**src/rtl/gpio_pkg.sv**
```systemverilog
// gpio_pkg: shared register offsets, alternate-function pin positions and
// the per-pin pad control type for the GPIO port.
// Assumes an eight-pin port and a two-bit register offset.
package gpio_pkg;
    localparam int PORT_W  = 8;
    localparam int ADDR_W  = 2;
    localparam int N_INT   = 4;
    localparam int INT_LSB = 4;
    localparam int CHK_PIN = 7;
    localparam int U0_TX   = 0;
    localparam int U0_RX   = 1;
    localparam int U1_TX   = 2;
    localparam int U1_RX   = 3;

    localparam logic [ADDR_W-1:0] OFS_DATA = 2'd0;
    localparam logic [ADDR_W-1:0] OFS_DIR  = 2'd1;
    localparam logic [ADDR_W-1:0] OFS_PIN  = 2'd2;

    typedef struct packed {
        logic oe;
        logic out;
        logic pu;
    } pad_ctl_t;
endpackage

```
**src/rtl/gpio_regs.sv**
```systemverilog
// gpio_regs: data and direction registers with a combinational read mux.
// Assumes a synchronous active-low reset. Writes to the pin-level offset
// and to offset 3 are dropped.
module gpio_regs
    import gpio_pkg::*;
#(
    parameter int W  = PORT_W,
    parameter int AW = ADDR_W
) (
    input  logic          clk,
    input  logic          rst_n,
    input  logic          bus_wr,
    input  logic [AW-1:0] bus_addr,
    input  logic [W-1:0]  bus_wdata,
    input  logic [W-1:0]  pin_lvl,
    output logic [W-1:0]  bus_rdata,
    output logic [W-1:0]  data_q,
    output logic [W-1:0]  dir_q
);
    // Register update: pull-ups on and all inputs after reset, else bus writes.
    always_ff @(posedge clk) begin
        if (!rst_n) begin
            data_q <= '1;
            dir_q  <= '0;
        end else if (bus_wr) begin
            if (bus_addr == OFS_DATA) data_q <= bus_wdata;
            if (bus_addr == OFS_DIR)  dir_q  <= bus_wdata;
        end
    end

    // Read mux: register contents, pin levels, zero for unused offsets.
    always_comb begin
        unique case (bus_addr)
            OFS_DATA: bus_rdata = data_q;
            OFS_DIR:  bus_rdata = dir_q;
            OFS_PIN:  bus_rdata = pin_lvl;
            default:  bus_rdata = '0;
        endcase
    end

    AST_DIR_WRITE: assert property (@(posedge clk) disable iff (!rst_n)
        (bus_wr && bus_addr == OFS_DIR) |=> (dir_q == $past(bus_wdata)));
    AST_PINREG_RO: assert property (@(posedge clk) disable iff (!rst_n)
        (bus_wr && bus_addr == OFS_PIN) |=> ($stable(data_q) && $stable(dir_q)));
endmodule

```
**src/rtl/gpio_pin_ctl.sv**
```systemverilog
// gpio_pin_ctl: pad control for one pin. The override priority is reset,
// then check tri-state, then transmit ownership, then forced receive input,
// then the register settings.
// Assumes rst_n is applied combinationally so that reset needs no clock.
module gpio_pin_ctl
    import gpio_pkg::*;
(
    input  logic     rst_n,
    input  logic     dir_bit,
    input  logic     data_bit,
    input  logic     tx_own,
    input  logic     tx_val,
    input  logic     rx_force,
    input  logic     hiz_force,
    output pad_ctl_t ctl
);
    // Priority selection of this pin's pad controls.
    always_comb begin
        if (!rst_n)         ctl = '{oe: 1'b0, out: 1'b0,   pu: 1'b1};
        else if (hiz_force) ctl = '{oe: 1'b0, out: 1'b0,   pu: 1'b0};
        else if (tx_own)    ctl = '{oe: 1'b1, out: tx_val, pu: 1'b0};
        else if (rx_force)  ctl = '{oe: 1'b0, out: 1'b0,   pu: data_bit};
        else if (dir_bit)   ctl = '{oe: 1'b1, out: data_bit, pu: 1'b0};
        else                ctl = '{oe: 1'b0, out: 1'b0,   pu: data_bit};
    end
endmodule

```
**src/rtl/gpio_irq.sv**
```systemverilog
// gpio_irq: active-low level interrupt requests from the upper pins.
// Assumes the pin levels are already synchronized. Nothing is latched.
module gpio_irq #(
    parameter int N = 4
) (
    input  logic         clk,
    input  logic         rst_n,
    input  logic [N-1:0] lvl,
    input  logic [N-1:0] en,
    output logic [N-1:0] irq_n
);
    for (genvar k = 0; k < N; k++) begin : g_req
        // Request while the enabled pin is low.
        assign irq_n[k] = ~(en[k] & ~lvl[k]);

        AST_IRQ_LEVEL: assert property (@(posedge clk) disable iff (!rst_n)
            (en[k] && !lvl[k]) |-> !irq_n[k]);
        AST_IRQ_CLEAR: assert property (@(posedge clk) disable iff (!rst_n)
            lvl[k] |-> irq_n[k]);
    end
endmodule

```
**src/rtl/gpio_alt_port.sv**
```systemverilog
// gpio_alt_port: eight-pin GPIO port. It holds direction and data
// registers and overrides pins per bit for two UART channels, four level
// interrupts and the check-pin tri-state on pin 7.
// Assumes pin_in is already synchronized to clk. Registers reset
// synchronously; pad forcing during reset is combinational.
module gpio_alt_port
    import gpio_pkg::*;
(
    input  logic              clk,
    input  logic              rst_n,
    input  logic              bus_wr,
    input  logic [ADDR_W-1:0] bus_addr,
    input  logic [PORT_W-1:0] bus_wdata,
    output logic [PORT_W-1:0] bus_rdata,
    input  logic [PORT_W-1:0] pin_in,
    input  logic              uart0_map,
    input  logic              uart1_map,
    input  logic [N_INT-1:0]  int_en,
    input  logic              chk_en,
    input  logic              cfg_n,
    input  logic              uart0_txd,
    input  logic              uart1_txd,
    input  logic              uart0_rx_en,
    input  logic              uart1_rx_en,
    output logic [PORT_W-1:0] pad_oe,
    output logic [PORT_W-1:0] pad_out,
    output logic [PORT_W-1:0] pad_pu,
    output logic              uart0_rxd,
    output logic              uart1_rxd,
    output logic [N_INT-1:0]  irq_n
);
    logic [PORT_W-1:0] data_q, dir_q;
    logic [PORT_W-1:0] tx_own, tx_val, rx_force, hiz_force;

    gpio_regs #(.W(PORT_W), .AW(ADDR_W)) i_regs (
        .clk(clk), .rst_n(rst_n), .bus_wr(bus_wr), .bus_addr(bus_addr),
        .bus_wdata(bus_wdata), .pin_lvl(pin_in), .bus_rdata(bus_rdata),
        .data_q(data_q), .dir_q(dir_q)
    );

    // Per-pin override vectors from the alternate-function enables.
    always_comb begin
        tx_own    = '0;
        tx_val    = '0;
        rx_force  = '0;
        hiz_force = '0;
        tx_own[U0_TX]      = uart0_map;
        tx_val[U0_TX]      = uart0_txd;
        tx_own[U1_TX]      = uart1_map;
        tx_val[U1_TX]      = uart1_txd;
        rx_force[U0_RX]    = uart0_map & uart0_rx_en;
        rx_force[U1_RX]    = uart1_map & uart1_rx_en;
        hiz_force[CHK_PIN] = chk_en & ~cfg_n;
    end

    for (genvar i = 0; i < PORT_W; i++) begin : g_pin
        pad_ctl_t ctl;
        gpio_pin_ctl i_pin (
            .rst_n(rst_n), .dir_bit(dir_q[i]), .data_bit(data_q[i]),
            .tx_own(tx_own[i]), .tx_val(tx_val[i]), .rx_force(rx_force[i]),
            .hiz_force(hiz_force[i]), .ctl(ctl)
        );
        assign pad_oe[i]  = ctl.oe;
        assign pad_out[i] = ctl.out;
        assign pad_pu[i]  = ctl.pu;
    end

    // Receive data: pin level while mapped, idle-high otherwise.
    assign uart0_rxd = uart0_map ? pin_in[U0_RX] : 1'b1;
    assign uart1_rxd = uart1_map ? pin_in[U1_RX] : 1'b1;

    gpio_irq #(.N(N_INT)) i_irq (
        .clk(clk), .rst_n(rst_n), .lvl(pin_in[INT_LSB +: N_INT]),
        .en(int_en), .irq_n(irq_n)
    );

    AST_RESET_PULLUP: assert property (@(posedge clk)
        !rst_n |-> (pad_oe == '0 && pad_pu == '1));
    AST_OE_PU_EXCL: assert property (@(posedge clk) disable iff (!rst_n)
        (pad_oe & pad_pu) == '0);
    AST_TX0_DRIVE: assert property (@(posedge clk) disable iff (!rst_n)
        uart0_map |-> (pad_oe[U0_TX] && pad_out[U0_TX] == uart0_txd));
    AST_RX0_INPUT: assert property (@(posedge clk) disable iff (!rst_n)
        (uart0_map && uart0_rx_en) |-> (!pad_oe[U0_RX] && pad_pu[U0_RX] == data_q[U0_RX]));
    AST_RX1_INPUT: assert property (@(posedge clk) disable iff (!rst_n)
        (uart1_map && uart1_rx_en) |-> (!pad_oe[U1_RX] && pad_pu[U1_RX] == data_q[U1_RX]));
    AST_CHK_FLOAT: assert property (@(posedge clk) disable iff (!rst_n)
        (chk_en && !cfg_n) |-> (!pad_oe[CHK_PIN] && !pad_pu[CHK_PIN]));
    AST_DIR_OUT: assert property (@(posedge clk) disable iff (!rst_n)
        (dir_q[5] && !(chk_en && !cfg_n)) |-> (pad_oe[5] && pad_out[5] == data_q[5]));
endmodule

```
**config.mk**
```make
export PLATFORM = sky130hd
export DESIGN_NAME = gpio_alt_port
export DESIGN_NICKNAME = d
export VERILOG_FILES = /design/src/rtl/gpio_pkg.sv /design/src/rtl/gpio_regs.sv /design/src/rtl/gpio_pin_ctl.sv /design/src/rtl/gpio_irq.sv /design/src/rtl/gpio_alt_port.sv
export SDC_FILE = /design/constraint.sdc
export NUM_CORES = 1
export LEC_CHECK = 0
export ABC_CLOCK_PERIOD_IN_PS = 1600
export BUFFER_PORTS_ARGS = -buffer_cell sky130_fd_sc_hd__buf_2
export CORE_UTILIZATION = 36
export CTS_BUF_LIST = sky130_fd_sc_hd__clkbuf_4 sky130_fd_sc_hd__clkbuf_8
export CTS_CLUSTER_DIAMETER = 200
export DETAILED_ROUTE_END_ITERATION = 6
export GPL_TIMING_DRIVEN = 1
export MAX_ROUTING_LAYER = met4
export PLACE_DENSITY = 0.64
export SYNTH_ARGS = -nofsm -noshare
export SYNTH_HDL_FRONTEND = slang
export SYNTH_HIERARCHICAL = 1
export SYNTH_SLANG_ARGS = --single-unit
```
**constraint.sdc**
```tcl
create_clock -name clk -period 1.6 [get_ports clk]
set_input_delay 0.16 -clock clk [delete_from_list [all_inputs] [get_ports clk]]
set_output_delay 0.16 -clock clk [all_outputs]
set_load 0.02 [all_outputs]
```
== Word-level counts from Yosys, hierarchy flattened ==
Cells that the tools add are included.

* Bits in registers: 16
* Output and inout port bits: 38

* Equality and inequality tests: 2
* Muxes and demuxes: 24
* Bitwise gates (word level): 16
* Reductions and logical operators: 3

{| class="wikitable"
|+ Operator list
! kind !! count
|-
| 2-to-1 mux 3 bit || 21
|-
| one-hot mux 8 bit (3 select lines) || 1
|-
| NOT 1 bit || 9
|-
| AND 1 bit || 7
|-
| AND reduction 2 bit || 2
|-
| equality test 2 x 1 -> 1 bit, second input constant || 1
|-
| equality test 2 bit, second input constant || 1
|-
| logical NOT 2 bit || 1
|-
| 2-to-1 mux 1 bit || 2
|}

== Logic depth before layout (Yosys ltp) ==
* Word-level depth: 4
* Depth in mapped cells: 4
* Depth with buffers taken out: 3

== Hierarchy ==
Netlist, hierarchy kept.

{| class="wikitable"
|+ By module, submodules not included
! module !! times used !! cells each !! area an instance (µm²)
|-
| gpio_regs || 1 || 90 || 885.8
|-
| gpio_pin_ctl || 8 || 8 || 62.6
|-
| gpio_alt_port || 1 || 6 || 35.0
|-
| gpio_irq || 1 || 4 || 25.0
|}

== Worst setup path after synthesis ==
Ideal clock, no wire load.

* Path kind: reg-to-output
* From: register i_regs.data_q[0]
* To: output pad_pu[0]
* Data arrival time: 969 ps
* Data required time: 1440 ps
* Path slack: 471 ps
* Cell stages (with the launch flop): 3
* Buffers on the path: 0
* Cell sequence: dfxtp_1 -> inv_1 -> o41ai_2

* Word-level cells in the longest chain between the ends: 3

{| class="wikitable"
|+ Ends and longest elaborated chain
! element !! line !! RTL
|-
| start: declaration || gpio_regs.sv:17 || <nowiki>output logic [W-1:0] data_q,</nowiki>
|-
| start signal: assignment || gpio_regs.sv:26 || <nowiki>if (bus_addr == OFS_DATA) data_q <= bus_wdata;</nowiki>
|-
| 2-to-1 mux 3 bit || gpio_pin_ctl.sv:23 || <nowiki>else if (dir_bit) ctl = '{oe: 1'b1, out: data_bit, pu: 1'b0};</nowiki>
|-
| 2-to-1 mux 3 bit || gpio_pin_ctl.sv:21 || <nowiki>else if (tx_own) ctl = '{oe: 1'b1, out: tx_val, pu: 1'b0};</nowiki>
|-
| 2-to-1 mux 3 bit || gpio_pin_ctl.sv:19 || <nowiki>if (!rst_n) ctl = '{oe: 1'b0, out: 1'b0, pu: 1'b1};</nowiki>
|-
| end: declaration || gpio_alt_port.sv:27 || <nowiki>output logic [PORT_W-1:0] pad_pu,</nowiki>
|}

No other way between the ends.

== Worst setup path after layout ==
Ends and elaborated chain as after synthesis.

==> results by group <==
Final layout
  – Fin nets: 330
  – Most frequent cells in the layout: buf_2 (70), conb_1 (56), nand2_1 (24)
  – Layout area overhead: 47.5%
  – Share of cells above drive strength 1: 34.1%
  – Finished Core Util: 57.0%
  – Fillers: 385
  – # diodes: 0
  – Non-filler instance count after layout: 344
  – Most common cell after layout, fill and taps aside: buf_2

Synthesis
  – Ys async rst share: 0%
  – Syn Std Cell Area: 1450 µm²
  – Post-synth EDFFs: 0
  – #FFs+latches synth: 16
  – Yosys warnings: 6
  – Cell variety after synth: 20
  – Avg Cell Area, Syn: 8.82 µm²
  – Yosys top cell by area: dfxtp_1
  – Top post-synthesis cells by area: dfxtp_1 (22%), nand4bb_1 (12%), mux2i_1 (11%)
  – Yosys top cell area share: 22.1%
  – Synth Instances: 164
  – Main flop type after synthesis: dfxtp_1
  – Sequential element share of the synthesized area: 22.1%

Floorplanning
  – Initial Utilization: 38.6%
  – Number of I/O pins: 71
  – Die Height: 65.4 µm
  – Site row count: 22
  – Full die area: 4280 µm²
  – Chip width: 65.4 µm
  – Core area: 3740 µm²

Setup path
  – Critical path class: reg -> out
  – Crit path DAT: 1.24 ns
  – CP endpoint kind: output pin
  – Worst path required time: 1.44 ns
  – WP buf/inv: 2
  – Crit-path cells: inv_1, o41ai_2, buf_2
  – Family with the most delay on the worst path: flip-flops
  – Startpoint Class: register
  – CP max-delay cell: dfxtp_1
  – Slowest stage delay, CP: 0.38 ns
  – CP Max Fanout: 4

STA
  – Final Worst Setup Slack: 0.205 ns
  – Fin Clk Skew: 0 ns
  – Final setup fails: 0
  – Fin crit period: 1.40 ns
  – Final slew viol count: 0
  – Setup TNS: 0 ns
  – Fmax: 717 MHz
  – Period utilization: 87.2%
  – Final Hold Viols: 0
  – Unrepaired setup endpoints after global routing: false

CTS
  – H-tree levels: 1
  – Max Root-Sink Buffers: 2
  – Cts hold-fix bufs: 0
  – Num CTS Buffers: 3
  – Post-CTS Resized: 0
  – Buffer count from post-CTS setup fixing: 0
  – Root buffer cell: clkbuf_8
  – Clk sink count: 16
  – Skew-Pair Late Insertion Delay: 0.25 ns
  – CTS tree: done
  – Clock transition at path regs: 0.07 ns

Power
  – Logic pwr share: 32.3%
  – Pint: 803 µW
  – Reg power frac: 36.6%
  – Power Dens Cells: 554 nW/µm²
  – Net Sw Frac: 32.1%
  – Clock network fraction of total power: 31.1%
  – NetSw: 379 µW
  – Worst IR drop on VDD: 0.000561 V
  – Total power: 1.18 mW
  – Total leakage power: 1.13 nW

Routing
  – Final ANT Viol Nets: 0
  – DR iter-0 viols: 31
  – Total Wirelength: 3530 µm
  – Routed len/inst: 10.3 µm
  – Vias: 1,529
  – DRC violations left: 0
  – Number of vias per cell: 4.44
  – TritonRoute pass-1 iters: 4

Placement
  – DP Worst Slack: 0.326 ns
  – Port Buffers: 70
  – Routability cong.: 0.765
  – Placed Cells incl. Taps: 340
  – DP Wirelength: 2710 µm

Global routing
  – Pin count of the biggest net entering global routing: 23
  – Met3 usage: 3.99%
  – Vias in the first global route: 1,484
  – GRT busiest layer: met2
  – Met1 Track Usage GR: 20.1%
  – Initial antenna violation count: 0
  – Met2 usage in global routing: 33.1%
  – Grt total ovfl: 0
  – Total GRT Usage: 18.1%
  – First-pass GRT wire length: 5980 µm

Run
  – Max cap viols: 0

Min path
  – Worst hold path class: in -> reg

Status
  – Status: finished, final reports clean
## per-stage QoR
step / cell area, µm² / hold slack (ns)
after floorplan: 1650 / 0.302
after global placement: 2080 / 0.426
after detailed placement: 2080 / 0.430
after CTS: 2130 / 0.157
after global routing: 2130 / 0.165
final: 2130 / 0.161
## per-layer routing
layer,up-vias,wire length (µm),part of all wire [%]
met3,0,145,4.1
li1,803,-,-
met2,36,1710,48
met1,690,1680,48
met5,-,0,0
met4,0,0,0
## path summary, 6_finish.rpt
path                    start          endpoint  slack (ns)  depth (start not counted)
max reg2reg  i_regs/data_q[4]  i_regs/data_q[4]        0.92                          2
max          i_regs/data_q[0]         pad_pu[0]        0.20                          3
min              bus_wdata[5]   i_regs/dir_q[5]        0.16                          3
min reg2reg   i_regs/dir_q[6]   i_regs/dir_q[6]        0.50                          2
## registers in the layout, summed over array words and instances (netlist names)
| name | cells |
|---|---|
| i_regs/data_q | 8 |
| i_regs/dir_q | 8 |
## cell type report
class	instances	area (µm²)	share of cell area, %
multi-input combinational	180	1210	56.8
tap	48	60.1	2.82
clock buffer	4	55.1	2.58
inverter	16	60.1	2.82
timing repair buffer	80	425	19.9
sequential	16	320	15.0
## power groups by stage
stage | Sequential, mW | Combinational (mW) | Clock [mW]
final | 0.433 | 0.382 | 0.367
after global placement | 0.442 | 0.378 | 0
after detailed placement | 0.442 | 0.383 | 0
after floorplan | 0.437 | 0.249 | 0
after global routing | 0.436 | 0.423 | 0.390
after CTS | 0.433 | 0.383 | 0.378
## synthesized netlist by cell type, drive strengths merged (5+ instances only)
cell     count
o41ai        8
o211ai       8
buf          5
o21ba        8
nand2b      14
dfxtp       16
nand2       24
nor2b        9
o2bb2ai      8
mux2i       16
nand4bb     16
inv         16
a21oi        8
## worst reg2reg max path, delay by kind of cell (launching register included)
family	cells	cell delay, ns
flip-flops	1	0.38
AO/OA/AOI/OAI	1	0.16
buffers and inverters	1	0.06
## cells by family after synthesis
kind of cell,share of synthesized area [%]
AOI/OAI and AO/OA,26.3
buffers and inverters,8.30
DFF,22.1
muxes,11.1
other,0.259
and+or+nand+nor,31.9
Power figures use the tool's default switching activity.
